==> src/rtl/tsq_pkg.sv <==
package tsq_pkg;

    localparam int unsigned CNT_W = 16;

    typedef enum logic [2:0] {
        S_IDLE,
        S_TDLY,
        S_INTEG,
        S_RDOUT,
        S_RWAIT
    } seq_state_e;

    typedef struct packed {
        logic             src;
        logic             retrig;
        logic [CNT_W-1:0] ilen;
        logic [CNT_W-1:0] sdly;
        logic [CNT_W-1:0] sadv;
        logic             dur_en;
        logic [CNT_W-1:0] sdur;
        logic [CNT_W-1:0] rdly;
    } frame_cfg_t;

    // true once at least dly ticks of an ilen-tick window have elapsed
    function automatic logic lag_reached(input logic [CNT_W-1:0] remain,
                                         input logic [CNT_W-1:0] ilen,
                                         input logic [CNT_W-1:0] dly);
        logic [CNT_W:0] sum;
        sum = {1'b0, remain} + {1'b0, dly};
        return (dly <= ilen) && (sum <= {1'b0, ilen});
    endfunction

endpackage

==> src/rtl/tsq_tick.sv <==
module tsq_tick #(
    parameter int unsigned DIV = 1000
) (
    input  logic clk,
    input  logic rst,
    input  logic clr,
    output logic tick
);
    generate
        if (DIV <= 1) begin : g_pass
            assign tick = 1'b1;
        end else begin : g_count
            localparam int unsigned PW = $clog2(DIV);
            localparam logic [PW-1:0] LAST = PW'(DIV - 1);
            logic [PW-1:0] pc_q;
            always_ff @(posedge clk) begin
                if (rst || clr || pc_q == LAST) pc_q <= '0;
                else                            pc_q <= pc_q + 1'b1;
            end
            assign tick = (pc_q == LAST);
        end
    endgenerate
endmodule

==> src/rtl/tsq_sync.sv <==
module tsq_sync #(
    parameter int unsigned W = 2
) (
    input  logic         clk,
    input  logic         rst,
    input  logic [W-1:0] din,
    output logic [W-1:0] lvl,
    output logic [W-1:0] rise
);
    logic [W-1:0] s1_q, s2_q, s3_q;
    always_ff @(posedge clk) begin
        if (rst) begin
            s1_q <= '0;
            s2_q <= '0;
            s3_q <= '0;
        end else begin
            s1_q <= din;
            s2_q <= s1_q;
            s3_q <= s2_q;
        end
    end
    assign lvl  = s2_q;
    assign rise = s2_q & ~s3_q;
endmodule

==> src/rtl/tsq_strobe.sv <==
module tsq_strobe
    import tsq_pkg::*;
#(
    parameter int unsigned DIV = 1000
) (
    input  logic             clk,
    input  logic             rst,
    input  logic             window,
    input  logic             dur_en,
    input  logic [CNT_W-1:0] dur,
    output logic             strobe
);
    logic             on_q, used_q, tick;
    logic [CNT_W-1:0] dcnt_q;

    tsq_tick #(.DIV(DIV)) u_wtick (
        .clk  (clk),
        .rst  (rst),
        .clr  (!on_q),
        .tick (tick)
    );

    always_ff @(posedge clk) begin
        if (rst || !window) begin
            on_q   <= 1'b0;
            used_q <= 1'b0;
            dcnt_q <= '0;
        end else if (!used_q) begin
            on_q   <= 1'b1;
            used_q <= 1'b1;
            dcnt_q <= dur;
        end else if (on_q && dur_en && dcnt_q == '0) begin
            on_q <= 1'b0;
        end else if (on_q && tick && dcnt_q != '0) begin
            dcnt_q <= dcnt_q - 1'b1;
        end
    end

    assign strobe = on_q;
endmodule

==> src/rtl/trig_strobe_seq.sv <==
module trig_strobe_seq
    import tsq_pkg::*;
#(
    parameter int unsigned DIV_SLOW = 1000,
    parameter int unsigned DIV_FAST = 250
) (
    input  logic             clk,
    input  logic             rst,
    input  logic             trig_pin,
    input  logic             trig_host,
    input  logic [1:0]       mode,
    input  logic [CNT_W-1:0] trig_delay,
    input  logic [CNT_W-1:0] integ_time,
    input  logic [CNT_W-1:0] strb_delay,
    input  logic [CNT_W-1:0] strb_adv,
    input  logic             strb_dur_en,
    input  logic [CNT_W-1:0] strb_dur,
    input  logic [CNT_W-1:0] retrig_delay,
    output logic             integrate,
    output logic             readout_start,
    output logic             strobe
);
    localparam int unsigned NSRC = 2;

    logic [NSRC-1:0]  lvl, rise;
    seq_state_e       st_q, st_d;
    frame_cfg_t       cfg_q, cfg_live;
    logic [CNT_W-1:0] cnt_q, cnt_ld;
    logic             clr, tick_s, tick_f, tick, done, latch, window, src_hi;

    tsq_sync #(.W(NSRC)) u_sync (
        .clk  (clk),
        .rst  (rst),
        .din  ({trig_host, trig_pin}),
        .lvl  (lvl),
        .rise (rise)
    );

    tsq_tick #(.DIV(DIV_SLOW)) u_slow (.clk(clk), .rst(rst), .clr(clr), .tick(tick_s));
    tsq_tick #(.DIV(DIV_FAST)) u_fast (.clk(clk), .rst(rst), .clr(clr), .tick(tick_f));

    always_comb begin
        cfg_live = '{src: mode[1], retrig: mode[0], ilen: integ_time,
                     sdly: strb_delay, sadv: strb_adv, dur_en: strb_dur_en,
                     sdur: strb_dur, rdly: retrig_delay};
    end

    assign done   = (cnt_q == '0);
    assign src_hi = lvl[cfg_q.src];
    assign tick   = (st_q == S_RWAIT) ? tick_f : tick_s;

    always_comb begin
        st_d = st_q;
        unique case (st_q)
            S_IDLE:  if (rise[mode[1]]) st_d = S_TDLY;
            S_TDLY:  if (done) st_d = S_INTEG;
            S_INTEG: if (done) st_d = S_RDOUT;
            S_RDOUT: st_d = (cfg_q.retrig && src_hi) ? S_RWAIT : S_IDLE;
            S_RWAIT: if (done) st_d = src_hi ? S_TDLY : S_IDLE;
            default: st_d = S_IDLE;
        endcase
    end

    assign clr   = (st_d != st_q);
    assign latch = (st_d == S_TDLY) && (st_q != S_TDLY);

    always_comb begin
        unique case (st_d)
            S_TDLY:  cnt_ld = trig_delay;
            S_INTEG: cnt_ld = cfg_q.ilen;
            S_RWAIT: cnt_ld = cfg_q.rdly;
            default: cnt_ld = '0;
        endcase
    end

    always_ff @(posedge clk) begin
        if (rst) begin
            st_q  <= S_IDLE;
            cnt_q <= '0;
            cfg_q <= '0;
        end else begin
            st_q <= st_d;
            if (latch) cfg_q <= cfg_live;
            if (clr)                cnt_q <= cnt_ld;
            else if (tick && !done) cnt_q <= cnt_q - 1'b1;
        end
    end

    // strobe window: lead takes priority over lag
    always_comb begin
        if (cfg_q.sadv != '0)
            window = (st_q == S_INTEG) || (st_q == S_TDLY && cnt_q <= cfg_q.sadv);
        else
            window = (st_q == S_INTEG) && lag_reached(cnt_q, cfg_q.ilen, cfg_q.sdly);
    end

    tsq_strobe #(.DIV(DIV_SLOW)) u_strobe (
        .clk    (clk),
        .rst    (rst),
        .window (window),
        .dur_en (cfg_q.dur_en),
        .dur    (cfg_q.sdur),
        .strobe (strobe)
    );

    assign integrate     = (st_q == S_INTEG);
    assign readout_start = (st_q == S_RDOUT);
endmodule

==> config.mk <==
export PLATFORM = sky130hd
export DESIGN_NAME = trig_strobe_seq
export DESIGN_NICKNAME = d
export VERILOG_FILES = /design/src/rtl/tsq_pkg.sv /design/src/rtl/tsq_tick.sv /design/src/rtl/tsq_sync.sv /design/src/rtl/tsq_strobe.sv /design/src/rtl/trig_strobe_seq.sv
export SDC_FILE = /design/constraint.sdc
export NUM_CORES = 1
export LEC_CHECK = 0
export BUFFER_PORTS_ARGS = -buffer_cell sky130_fd_sc_hd__buf_2
export CAP_MARGIN = 30
export CORE_UTILIZATION = 59
export CTS_CLUSTER_DIAMETER = 80
export DETAILED_ROUTE_END_ITERATION = 8
export PLACE_DENSITY = 0.89
export SYNTH_ARGS = -nofsm -noshare
export SYNTH_HDL_FRONTEND = slang
export SYNTH_SLANG_ARGS = --single-unit
==> constraint.sdc <==
create_clock -name clk -period 4.6 [get_ports clk]
set_clock_uncertainty 0.15 [all_clocks]
set_input_delay 1.15 -clock clk [delete_from_list [all_inputs] [get_ports clk]]
set_output_delay 1.15 -clock clk [all_outputs]
set_load 0.02 [all_outputs]
# Word level (Yosys, flattened, before mapping)
# Index checks and enable logic that the tools add are counted.
dict set report totals {
  ff_bits 154
  elab_cells 96
}
dict set report op_classes {
  add_sub_neg 6
  bitwise_logic 2
  mux 22
  order_cmp 5
  reduce_logical 27
  n_eq_ne 15
}
# operator n
set op_table {}
lappend op_table {{2-to-1 mux 16 bit} 5}
lappend op_table {{one-hot mux 16 bit (3 select lines)} 1}
lappend op_table {{less-or-equal comparator 16 bit} 2}
lappend op_table {{logical NOT 16 bit} 2}
lappend op_table {{nonzero test 16 bit} 2}
lappend op_table {{subtractor 16 x 1 -> 16 bit, second input constant} 2}
lappend op_table {{adder 10 x 1 -> 10 bit, second input constant} 2}
lappend op_table {{equality test 10 bit, second input constant} 2}
lappend op_table {{adder 16 x 16 -> 17 bit} 1}
lappend op_table {{less-or-equal comparator 17 x 16 -> 1 bit} 1}
lappend op_table {{2-to-1 mux 3 bit} 5}
lappend op_table {{one-hot mux 3 bit (5 select lines)} 1}
lappend op_table {{logical AND 1 bit} 10}
lappend op_table {{2-to-1 mux 1 bit} 10}
lappend op_table {{equality test 3 x 2 -> 1 bit, second input constant} 3}
lappend op_table {{adder 8 x 1 -> 8 bit, second input constant} 1}
lappend op_table {{equality test 8 bit, second input constant} 1}
lappend op_table {{logical OR 1 bit} 7}
lappend op_table {{equality test 3 x 1 -> 1 bit, second input constant} 2}
lappend op_table {{equality test 3 bit, second input constant} 2}
lappend op_table {{!= test 2 bit, second input constant} 3}
lappend op_table {{less-than comparator 1 x 2 -> 1 bit, second input constant} 2}
lappend op_table {{logical NOT 1 bit} 3}
lappend op_table {{logical NOT 3 bit} 1}
lappend op_table {{6 further kinds} 6}

# Logic depth before layout (Yosys ltp)
dict set report depth {
  ltp_word 9
  ltp_mapped 19
  mapped_depth_nobuf 18
}

# By module
# Synthesis repeated with hierarchy kept, for this count alone.
dict set report unflattened {
  cells_unflattened 1134
  hier_area_um2 9052.4
}
# module instances cells_per_inst area_each_um2 seq_area_each_um2
set modules_own_cells {}
lappend modules_own_cells {trig_strobe_seq 1 847 6545.0 2042.0}
lappend modules_own_cells {tsq_strobe 1 121 1008.5 360.3}
lappend modules_own_cells {{tsq_tick at u_slow ...} 2 52 459.2 200.2}
lappend modules_own_cells {{tsq_tick at u_fast} 1 48 410.4 160.2}
lappend modules_own_cells {tsq_sync 1 14 170.2 120.1}

# Worst setup path after synthesis
# No wires, ideal clock.
dict set report synth_timing {
  path_type {register to register}
  startpoint {register cnt_q[0]}
  endpoint {register u_strobe.dcnt_q[15]}
  path_slack_ns 0.486
  stages_incl_launch_ff 19
  path_buffers 1
  t_arrival_ns 3.807
  synth_period_minus_slack_ns 4.114
  setup_time_ns 0.157
  path_cell_list {dfxtp_1 -> ha_1 -> inv_1 -> fa_1 -> nor2b_1 -> o21a_1 -> o211ai_1 -> a31oi_1 -> a21bo_2 -> o311ai_0 -> ha_1 -> and4_1 -> and4_1 -> o31ai_1 -> o211ai_1 -> a21oi_1 -> a31oi_1 -> clkbuf_1 -> a2111oi_0}
}
dict set report synth_between {
  elab_chain_len 7
  word_cells_on_any_way 10
}
# item line_no
set synth_rtl {}
lappend synth_rtl {{start, declared} trig_strobe_seq.sv:28} ;# logic [CNT_W-1:0] cnt_q, cnt_ld;
lappend synth_rtl {{start signal, assigned} trig_strobe_seq.sv:84} ;# if (clr) cnt_q <= cnt_ld;
lappend synth_rtl {{start signal, assigned} trig_strobe_seq.sv:85} ;# else if (tick && !done) cnt_q <= cnt_q - 1'b1;
lappend synth_rtl {{adder 16 x 16 -> 17 bit} tsq_pkg.sv:29} ;# sum = {1'b0, remain} + {1'b0, dly};
lappend synth_rtl {{less-or-equal comparator 17 x 16 -> 1 bit} tsq_pkg.sv:30} ;# return (dly <= ilen) && (sum <= {1'b0, ilen});
lappend synth_rtl {{logical AND 1 bit} tsq_pkg.sv:30}
lappend synth_rtl {{logical AND 1 bit} trig_strobe_seq.sv:94} ;# window = (st_q == S_INTEG) && lag_reached(cnt_q, cfg_q.ilen, cfg_q.sdly);
lappend synth_rtl {{2-to-1 mux 1 bit (*)} trig_strobe_seq.sv:91} ;# if (cfg_q.sadv != '0)
lappend synth_rtl {{logical NOT 1 bit (*)} tsq_strobe.sv:24} ;# if (rst || !window) begin
lappend synth_rtl {{logical OR 1 bit (*)} tsq_strobe.sv:24}
lappend synth_rtl {{end signal, assigned} tsq_strobe.sv:31} ;# dcnt_q <= dur;
lappend synth_rtl {{end signal, assigned} tsq_strobe.sv:35} ;# dcnt_q <= dcnt_q - 1'b1;
lappend synth_rtl {{end, declared} tsq_strobe.sv:14} ;# logic [CNT_W-1:0] dcnt_q;
# Every way passes the cells marked *; elsewhere a longest branch is shown, timed or not.
# A chain may end at the register's enable or synchronous reset.

# Worst setup path after layout
dict set report layout_timing {
  startpoint {register cnt_q[0]}
  endpoint {register u_strobe.dcnt_q[13]}
}
# The elaborated chain is that of the path after synthesis.

==> impl_metrics.csv <==
group,metric,value,unit
pwr,p_per_area,421,nW/um2
global_routing,grt_max_degree,85,
timing,hold_viol_final,0,
timing,maxSlewHeadroom,30.8,%
timing,period_share,92.4,%
flow_run,cap_violations,0,
global_routing,use_met1,41.0,%
drt,wl_per_cell,16.6,um
logic_synthesis,syn-num-nets,1224,
logic_synthesis,synth_largest_area_cell,"dfxtp_1",
cts,cts_max_level,4,
logic_synthesis,synthArstFlopShare,0,%
logic_synthesis,synth_top_area_share,36.1,%
floorplanning,core.rowCount,43,
cts,post-cts-setup-buffer-count,0,
global_routing,globalRouteTotalUtil,30.7,%
drt,routed_via_density,6.03,
logic_synthesis,synth_area_per_cell,8.14,um2
pwr,ir_worst_vdd,0.317,mV
pwr,leakagePower,3.83,nW
global_routing,grt_pass1_vias,7323,
finish,final_cell_mix,"nand2_1 (189), dfxtp_1 (154), a21oi_1 (117)",
global_routing,gr-usage-met2,48.6,%
drt,dr.first_iter.drc_count,793,
logic_synthesis,netlist_instances,1050,
logic_synthesis,synth_edf_count,0,
floorplanning,io_pins,106,
setup_path,critPathTopFamily,"compound AO/OA/AOI/OAI gates",
cts,tritoncts,"done",
finish,layout-drive-gt1-share,15.3,%
timing,fmax,235,MHz
floorplanning,die-width,122,um
setup_path,cp_max_fo,18,
floorplanning,start_util,61.1,%
logic_synthesis,synth-seq-cells,154,
logic_synthesis,synth_flop_cell,"dfxtp_1",
drt,via_count,8013,
placement,dp.cells,1297,
setup_path,cp-start-kind,"register",
setup_path,cp.required,4760,ps
placement,dpl_worst_slack,311,ps
floorplanning,dieArea,15000,um2
cts,cts_root_buf,"clkbuf_16",
global_routing,grt_pass1_wl,35600,um
drt,ant_nets,0,
timing,finalSetupViolations,0,
finish,fin_util,70.2,%
timing,slew_violations,0,
placement,portBuffers,105,
placement,dp_hpwl,16000,um
min_path,hp-class,"register to register",
logic_synthesis,synth_cell_types,76,
global_routing,top_usage_layer,"met2",
finish,fin_nets,1310,
timing,setup_slack,351,ps
cts,clockBufferDepth,2,
logic_synthesis,netlist_top_cells_area,"dfxtp_1 (36%), ha_1 (10%), nand2_1 (8.3%)",
timing,tightest_slew,1020,ps
setup_path,endpoint_kind,"register",
cts,numCtsBuffers,17,
logic_synthesis,ys_warn_count,0,
finish,final_common_cell,"nand2_1",
setup_path,cp.buffers_inverters,2,
drt,drc,0,
outcome,status,"completed",
setup_path,max_stage_delay,410,ps
cts,clk_latency,440,ps
cts,cts_resized,0,
timing,finalCriticalPeriod,4250,ps
drt,routed_wl,22100,um
finish,area_delta_synth_final,14.9,%
setup_path,crit_arrival,4410,ps
floorplanning,coreArea,14000,um2
finish,stdcell_count,1329,
global_routing,use_met3,7.20,%
setup_path,critical_path_class,"register to register",
cts,cts.sinks,154,
global_routing,grt.overflow.total,0,
drt,dr.pass1.iters,9,
cts,worst_setup_hold_path_clk_slew,60,ps
setup_path,crit_chain,"ha_1 -> inv_1 -> fa_1 -> nor2b_1 -> o21a_1 -> o211ai_1 -> a31oi_2 -> a21bo_2 -> nand4_1 -> o311ai_0 -> ha_1 -> and4_1 -> and4_1 -> o31ai_1 -> o211ai_1 -> a21oi_1 -> a31oi_1 -> buf_4 -> a2111oi_0",
finish,antenna_cells,0,
logic_synthesis,seq_area_frac_synth,36.1,%
setup_path,critPathSlowestCell,"fa_1",
cts,holdBufCountCts,0,
global_routing,antenna_found_initial,0,
logic_synthesis,synthesis.area,8550,um2
placement,place.gp.congestion,0.951,
floorplanning,die_y,122,um
[worst reg2reg max path: stages, from the launching register on]
cell	delay (ps)
dfxtp_1	400
ha_1	210
inv_1	70
fa_1	410
nor2b_1	130
o21a_1	140
o211ai_1	120
a31oi_2	280
a21bo_2	220
nand4_1	100
o311ai_0	110
ha_1	320
and4_1	230
and4_1	210
o31ai_1	70
o211ai_1	120
a21oi_1	160
a31oi_1	100
buf_4	210
a2111oi_0	360
[registers in the layout, summed over array words and instances, names as in the netlist, 2 cells and up]
signal and flops:
cfg_q 83, cnt_q 16, st_q 3, u_fast.g_count.pc_q 8
u_slow.g_count.pc_q 10, u_strobe.dcnt_q 16, u_strobe.u_wtick.g_count.pc_q 10, u_sync.lvl 2
u_sync.s1_q 2, u_sync.s3_q 2
[per-layer routing]
layer	part of all wire, %	wire length [um]
met3	7.4	1640
met4	2.0	437
met2	46	10300
met5	0	0
met1	44	9760
[cell families (layout without fill, tap and decap cells)]
kind of cell	Yosys count	after routing	share of synthesized area, %
AO/OA/AOI/OAI	250	250	19.5
XOR/XNOR	53	53	5.43
adder cells (fa/ha/maj)	71	71	10.5
buffers and inverters	98	197	4.47
flip-flops	154	154	36.1
multiplexers	4	4	0.483
AND/OR/NAND/NOR	420	420	23.5
[area by class of cell]
cell class | count | area (um2)
multi-input cells | 798 | 5100
fillers | 1088 | 4170
flip-flops and latches | 154 | 3080
repair buffers | 115 | 623
clock buffers | 19 | 433
well taps | 180 | 225
inverters | 50 | 188
clock inverters | 13 | 166
[final timing paths]
kind | end | depth (start not counted) | slack, ps | start
setup / recovery | u_strobe.dcnt_q[13] | 19 | 350 | cnt_q[0]
hold / removal | u_sync.lvl[0] | 1 | 290 | u_sync.s1_q[0]
setup reg to reg | u_strobe.dcnt_q[13] | 19 | 350 | cnt_q[0]
hold reg to reg | u_sync.lvl[0] | 1 | 290 | u_sync.s1_q[0]
[through the flow]
step	hold WS [ps]	total power, W	area [um2]	setup TNS, ps
4_1_cts	295	0.00412	9810	0
3_3_place_gp	272	0.00267	9200	0
5_1_grt	317	0.00435	9820	-36.2
2_1_floorplan	264	0.00239	8550	0
3_5_place_dp	281	0.00270	9220	0
6_report	292	0.00413	9820	0
[power by group]
group	leakage [nW]	total (W)	internal (W)	switching, W
Clock	0.284	0.00143	0.000856	0.000570
Combinational	2.30	0.00117	0.000467	0.000706
Sequential	1.25	0.00153	0.00142	0.000114
[synthesized netlist by cell type (4+ instances only)]
cell / n
dfxtp_1: 154
ha_1: 70
o21ai_0: 17
a222oi_1: 16
o21a_1: 8
nand3_1: 24
nor2b_1: 12
inv_1: 50
a21oi_1: 117
a21o_1: 15
nor2_1: 79
clkbuf_1: 43
nand4_1: 16
and2_1: 4
nand2b_1: 13
and3_1: 10
o22ai_1: 7
nand4b_1: 4
and4_1: 5
nor3_1: 17
xor2_1: 29
or3_1: 4
nor3b_1: 9
o211ai_1: 7
a2bb2oi_1: 6
a2111oi_2: 5
nor4_1: 8
a211oi_1: 9
a2111oi_0: 10
a31oi_1: 10
xnor2_1: 24
nand2_1: 189
No activity file was read; power rests on OpenSTA's default activity.
